`src/rtl/mts_pkg.sv`:
```
package mts_pkg;

    // Scheduling policy states
    typedef enum logic [1:0] {
        ST_RR_STEP  = 2'd0,
        ST_SOS_HOLD = 2'd1,
        ST_SOS_SEEK = 2'd2
    } sched_state_e;

endpackage

```
`src/rtl/mts_scoreboard.sv`:
```
module mts_scoreboard #(
    parameter int NUM_REGS = 32,
    localparam int REG_W = (NUM_REGS > 1) ? $clog2(NUM_REGS) : 1
) (
    input  logic             clk,
    input  logic             rst,
    input  logic             set_en,
    input  logic [REG_W-1:0] set_rd,
    input  logic             clr_en,
    input  logic [REG_W-1:0] clr_rd,
    input  logic [REG_W-1:0] chk_a,
    input  logic [REG_W-1:0] chk_b,
    input  logic [REG_W-1:0] chk_d,
    output logic             ready
);

    logic [NUM_REGS-1:0] pend;
    logic [NUM_REGS-1:0] set_vec;
    logic [NUM_REGS-1:0] clr_vec;
    logic [NUM_REGS-1:0] pend_eff;

    // Register 0 is hardwired zero and never becomes pending
    always_comb begin
        set_vec = '0;
        clr_vec = '0;
        if (set_en && (set_rd != '0)) begin
            set_vec[set_rd] = 1'b1;
        end
        if (clr_en) begin
            clr_vec[clr_rd] = 1'b1;
        end
    end

    // New issue wins over a return to the same register
    always_ff @(posedge clk) begin
        if (rst) begin
            pend <= '0;
        end else begin
            pend <= (pend & ~clr_vec) | set_vec;
        end
    end

    // Bypass: a register returning now already counts as ready
    always_comb begin
        pend_eff = pend & ~clr_vec;
        ready = !(pend_eff[chk_a] || pend_eff[chk_b] || pend_eff[chk_d]);
    end

    // an issued load marks its register pending in the next cycle
    a_r5_set_visible: assert property (@(posedge clk) disable iff (rst)
        (set_en && (set_rd != '0)) |=> pend[$past(set_rd)]);

    // a return without a competing issue clears the bit
    a_r6_clear_visible: assert property (@(posedge clk) disable iff (rst)
        (clr_en && !(set_en && (set_rd == clr_rd))) |=> !pend[$past(clr_rd)]);

endmodule

```
`src/rtl/mts_pick.sv`:
```
module mts_pick #(
    parameter int NUM_THREADS = 4,
    localparam int TID_W = (NUM_THREADS > 1) ? $clog2(NUM_THREADS) : 1
) (
    input  logic [NUM_THREADS-1:0] ready,
    input  logic [TID_W-1:0]       base,
    output logic                   found,
    output logic [TID_W-1:0]       pick
);

    logic [TID_W:0] idx;

    // Scan base, base+1, ... with wrap-around; the lowest offset wins
    always_comb begin
        found = 1'b0;
        pick  = base;
        idx   = '0;
        for (int k = NUM_THREADS - 1; k >= 0; k--) begin
            idx = {1'b0, base} + (TID_W + 1)'(k);
            if (idx >= (TID_W + 1)'(NUM_THREADS)) begin
                idx = idx - (TID_W + 1)'(NUM_THREADS);
            end
            if (ready[idx[TID_W-1:0]]) begin
                found = 1'b1;
                pick  = idx[TID_W-1:0];
            end
        end
    end

endmodule

```
`src/rtl/mts_sched.sv`:
```
module mts_sched
    import mts_pkg::*;
#(
    parameter int NUM_THREADS = 4,
    parameter int NUM_REGS = 32,
    localparam int TID_W = (NUM_THREADS > 1) ? $clog2(NUM_THREADS) : 1,
    localparam int REG_W = (NUM_REGS > 1) ? $clog2(NUM_REGS) : 1
) (
    input  logic                         clk,
    input  logic                         rst,
    input  logic                         mode_sel,
    input  logic [NUM_THREADS*REG_W-1:0] nxt_src_a,
    input  logic [NUM_THREADS*REG_W-1:0] nxt_src_b,
    input  logic [NUM_THREADS*REG_W-1:0] nxt_dst,
    input  logic                         ld_issue,
    input  logic [TID_W-1:0]             ld_issue_tid,
    input  logic [REG_W-1:0]             ld_issue_rd,
    input  logic                         ld_ret,
    input  logic [TID_W-1:0]             ld_ret_tid,
    input  logic [REG_W-1:0]             ld_ret_rd,
    output logic [TID_W-1:0]             issue_tid,
    output logic                         issue_valid
);

    localparam logic [TID_W-1:0] LAST_TID = TID_W'(NUM_THREADS - 1);

    sched_state_e          state;
    sched_state_e          state_nxt;
    logic [TID_W-1:0]      cur_tid;
    logic [TID_W-1:0]      cur_nxt;
    logic [NUM_THREADS-1:0] thr_ready;
    logic                  scan_found;
    logic [TID_W-1:0]      scan_pick;

    // One scoreboard per thread
    for (genvar t = 0; t < NUM_THREADS; t++) begin : g_thr
        mts_scoreboard #(.NUM_REGS(NUM_REGS)) u_sb (
            .clk    (clk),
            .rst    (rst),
            .set_en (ld_issue && (ld_issue_tid == TID_W'(t))),
            .set_rd (ld_issue_rd),
            .clr_en (ld_ret && (ld_ret_tid == TID_W'(t))),
            .clr_rd (ld_ret_rd),
            .chk_a  (nxt_src_a[t*REG_W +: REG_W]),
            .chk_b  (nxt_src_b[t*REG_W +: REG_W]),
            .chk_d  (nxt_dst[t*REG_W +: REG_W]),
            .ready  (thr_ready[t])
        );
    end

    mts_pick #(.NUM_THREADS(NUM_THREADS)) u_pick (
        .ready (thr_ready),
        .base  (cur_tid),
        .found (scan_found),
        .pick  (scan_pick)
    );

    // State register
    always_ff @(posedge clk) begin
        if (rst) begin
            state   <= ST_RR_STEP;
            cur_tid <= '0;
        end else begin
            state   <= state_nxt;
            cur_tid <= cur_nxt;
        end
    end

    // Next policy state
    always_comb begin
        if (!mode_sel) begin
            state_nxt = ST_RR_STEP;
        end else if (scan_found) begin
            state_nxt = ST_SOS_HOLD;
        end else begin
            state_nxt = ST_SOS_SEEK;
        end
    end

    // Outputs and next current thread
    always_comb begin
        issue_tid   = cur_tid;
        issue_valid = 1'b0;
        cur_nxt     = cur_tid;
        unique case (state)
            ST_RR_STEP: begin
                issue_tid   = cur_tid;
                issue_valid = thr_ready[cur_tid];
                cur_nxt     = (cur_tid == LAST_TID) ? '0 : cur_tid + 1'b1;
            end
            ST_SOS_HOLD, ST_SOS_SEEK: begin
                issue_tid   = scan_found ? scan_pick : cur_tid;
                issue_valid = scan_found;
                cur_nxt     = scan_found ? scan_pick : cur_tid;
            end
            default: begin
                issue_tid   = cur_tid;
                issue_valid = 1'b0;
                cur_nxt     = cur_tid;
            end
        endcase
    end

    // round-robin advances by one, wrapping after the last thread
    a_r2_rr_advance: assert property (@(posedge clk) disable iff (rst)
        (state == ST_RR_STEP && !mode_sel) |=>
        (issue_tid == (($past(issue_tid) == LAST_TID) ? '0 : $past(issue_tid) + 1'b1)));

    // an issued thread is always ready in its own scoreboard
    a_r8_valid_is_ready: assert property (@(posedge clk) disable iff (rst)
        issue_valid |-> thr_ready[issue_tid]);

    // in switch-on-stall the issuing thread becomes the current one
    a_r7_sos_keeps_issuer: assert property (@(posedge clk) disable iff (rst)
        (state != ST_RR_STEP && mode_sel && issue_valid) |=> (cur_tid == $past(issue_tid)));

    // nothing ready leaves the current thread in place
    a_r9_idle_stable: assert property (@(posedge clk) disable iff (rst)
        (state != ST_RR_STEP && mode_sel && !issue_valid) |=> $stable(cur_tid));

    // mode low selects round-robin from the next cycle
    a_r10_mode_follow: assert property (@(posedge clk) disable iff (rst)
        !mode_sel |=> (state == ST_RR_STEP));

endmodule

```
`config.mk`:
```
export PLATFORM = sky130hd
export DESIGN_NAME = mts_sched
export DESIGN_NICKNAME = d
export VERILOG_FILES = /design/src/rtl/mts_pkg.sv /design/src/rtl/mts_scoreboard.sv /design/src/rtl/mts_pick.sv /design/src/rtl/mts_sched.sv
export SDC_FILE = /design/constraint.sdc
export NUM_CORES = 1
export LEC_CHECK = 0
export ABC_AREA = 1
export BUFFER_PORTS_ARGS = -buffer_cell sky130_fd_sc_hd__buf_2
export CORE_UTILIZATION = 40
export CTS_BUF_LIST = sky130_fd_sc_hd__clkbuf_8
export CTS_CLUSTER_SIZE = 24
export DETAILED_ROUTE_END_ITERATION = 8
export SYNTH_ARGS = -nofsm -noshare
export SYNTH_HDL_FRONTEND = slang
export SYNTH_SLANG_ARGS = --single-unit
```
`constraint.sdc`:
```
create_clock -name clk -period 3.3 [get_ports clk]
set_input_delay 0.495 -clock clk [delete_from_list [all_inputs] [get_ports clk]]
set_output_delay 0.495 -clock clk [all_outputs]
set_load 0.005 [all_outputs]
```
==> impl_metrics.json <==
{
  "grt_pass1_vias": 12910,
  "vias_per_cell": 5.782,
  "netlist_area_um2": 9976,
  "worst_slack_ns": -0.1436,
  "hold_viol": 0,
  "fillers": 2467,
  "io_pins": 82,
  "worst_slew_pin_slew_ns": 1.154,
  "ir_worst_vdd_v": 0.0002031,
  "yosysUniqueCellTypes": 27,
  "total_power_mw": 4.466,
  "grt.total_usage": 0.3728,
  "start_util": 0.4090,
  "fp.dieArea_um2": 25570,
  "grt-ovfl-total": 0,
  "drcViolationCount": 0,
  "grt_max_degree": 68,
  "timing.final.crit_period_ns": 3.444,
  "die_w_um": 159.9,
  "die_y_um": 159.9,
  "grt_pass1_wl_mm": 73.37,
  "path_depth": 25,
  "first_pass_iters": 8,
  "maxSlewHeadroom": 0.2276,
  "ys.flop_type": "dfxtp_1",
  "cp_common_cell": "nand2_2",
  "initialDrtViolationCount": 1734,
  "drt-total-wl_mm": 48.50,
  "slew_violations": 0,
  "end_kind": "output pin",
  "path_clk_slew_ns": 0.08,
  "antenna_found_initial": 0,
  "min_path_type": "in2reg",
  "clock_skew_ns": 0.02393,
  "cts_tree": "yes",
  "worst-path-buf-inv": 7,
  "via_count": 13950,
  "layout_common_cells": "nand2_1, nand3_1, buf_4, a21oi_1, dfxtp_1",
  "wl_per_cell_um": 20.10,
  "rsz0062_at_grt": "true",
  "layout_commonest_cell": "nand2_1",
  "core_um2": 24390,
  "hold_buffers": 0,
  "syn_inst": 1812,
  "std_cell_rows": 57,
  "finalCritPeriodShare": 1.044,
  "syn_nets": 1894,
  "clockBufferDepth": 2,
  "synthArstFlopShare": 0,
  "cts_sinks": 132,
  "routabilityCongestion": 1.008,
  "regArea_um2": 2643,
  "ant_nets": 0,
  "setup.worst_path.class": "in2out",
  "multiInputGateArea_um2": 7517,
  "crit_fanout": 5,
  "p_per_area_nw_per_um2": 315.3,
  "yosysWarnings": 0,
  "worstPathRequired_ns": 2.80,
  "rr_worst_depth": 20,
  "seq_area_frac_synth": 0.2649,
  "clk_latency_ns": 0.49,
  "hpwlAfterDp_mm": 34.30,
  "htreeDepth": 4,
  "syn_avg_cell_area_um2": 5.505,
  "crit_arrival_ns": 2.95,
  "power.leakage_nw": 6.043,
  "max_freq_ghz": 0.2904,
  "crit_path_start_kind": "input pin",
  "fin_setup_tns_ns": -0.3528,
  "clockRootBuffer": "clkbuf_8",
  "cts_buffers": 17,
  "area_growth_pct": 41.95,
  "critPathTopFamily": "simple AND/OR/NAND/NOR gates",
  "final_nets": 2158,
  "max_cap_violations": 0,
  "whs_path_depth": 3,
  "violations": "negative setup slack",
  "final_util": 0.5806,
  "antenna_cells": 0,
  "worst_path_max_delay_cell": "nor3_4",
  "status": "finished with violations",
  "port_buffers": 81,
  "critPathMaxStageDelay_ns": 0.20,
  "setup-violations-final": 3,
  "ys_ff_latch": 132,
  "synth_edf_count": 0,
  "drive_above_1_share": 0.2690
}
sequential cells by signal (all words and copies together), names as in the netlist:
register	flops
state	2
cur_tid	2
g_thr.u_sb.pend	128
repair_timing:
item	CTS	global route
gates resized for setup	260	51
pin swaps	62	32
cloned	7	0
setup buffers	18	8
setup endpoints to repair	3	3
worst paths after layout:
path / start / endpoint / slack [ns]
worst min-delay path: mode_sel / state[1] / 0.28
worst min register to register: g_thr[2].u_sb.pend[0] / g_thr[2].u_sb.pend[0] / 0.47
worst max-delay path: ld_ret_tid[0] / issue_tid[0] / -0.14
worst max register to register: g_thr[0].u_sb.pend[4] / cur_tid[1] / 1.16
worst reg2reg max path, stage by stage, from the launching register on:
cell,delay [ns]
dfxtp_1,0.34
a21boi_0,0.23
nand2_1,0.12
nand3_2,0.08
nand2_1,0.05
nand2_1,0.05
nand3_1,0.06
nand3_1,0.08
nand2_2,0.07
nand3_4,0.13
nand2_2,0.10
nand2_1,0.08
nand2_1,0.05
nand2_1,0.07
nand3_1,0.08
nand2_1,0.07
nand2_1,0.05
nand2_1,0.05
nand2_1,0.06
buf_4,0.13
a21oi_1,0.11
report_power, final:
group | internal [mW] | switching, mW
registers | 1.61 | 0.0339
logic | 0.493 | 0.832
clock network | 0.730 | 0.761
total | 2.84 | 1.63
area by class of cell:
| type | instances | share of cell area |
|---|---|---|
| repair buffers | 335 | 0.1951 |
| flip-flops and latches | 132 | 0.1866 |
| clock buffers | 20 | 0.01944 |
| well taps | 324 | 0.02863 |
| clock inverters | 12 | 0.009189 |
| inverters | 105 | 0.03022 |
| multi-input cells | 1485 | 0.5308 |
routing by layer:
layer,up-vias,GRT usage,wire (um)
li1,6533,-,-
met1,6405,0.4765,19350
met2,821,0.5761,21110
met3,190,0.08701,5079
met4,2,0.2052,2905
met5,-,0.01515,50
through the flow:
stage	std cells	instance area, um2	setup WS, ns	hold slack (ns)
5_1_grt	2413	14160	-0.3519	0.3033
2_1_floorplan	1812	9976	0.4429	0.4352
3_5_place_dp	2348	12210	-0.5364	0.4594
6_report	2413	14160	-0.1436	0.2784
4_1_cts	2405	13890	-0.04361	0.2737
3_3_place_gp	2348	12210	-0.5509	0.4662
kinds of logic (layout without fill, tap and decap cells):
| family | Yosys count | after routing | synth area share |
|---|---|---|---|
| buffers and inverters | 195 | 472 | 0.07814 |
| AO/OA/AOI/OAI | 166 | 166 | 0.08541 |
| flip-flops | 132 | 132 | 0.2649 |
| adder cells (fa/ha/maj) | 3 | 3 | 0.003763 |
| AND/OR/NAND/NOR | 1316 | 1316 | 0.5678 |
cell usage after synthesis, types with 2 or more instances:
master	number	area, um2
nand2_1	701	2631
nand3_1	516	2582
a21oi_1	137	685.7
dfxtp_1	132	2643
inv_1	95	356.6
nor2_1	77	289.0
clkbuf_1	63	236.5
o21ai_0	18	90.09
buf_2	17	85.08
nand2_2	8	50.05
a21boi_0	7	52.55
inv_2	7	26.28
nand4_1	7	43.79
buf_1	6	22.52
buf_6	3	33.78
clkinv_1	3	11.26
ha_1	3	37.54
nor2_4	2	22.52
o21ai_1	2	10.01
Note: power is estimated with default switching activity, not from simulation.
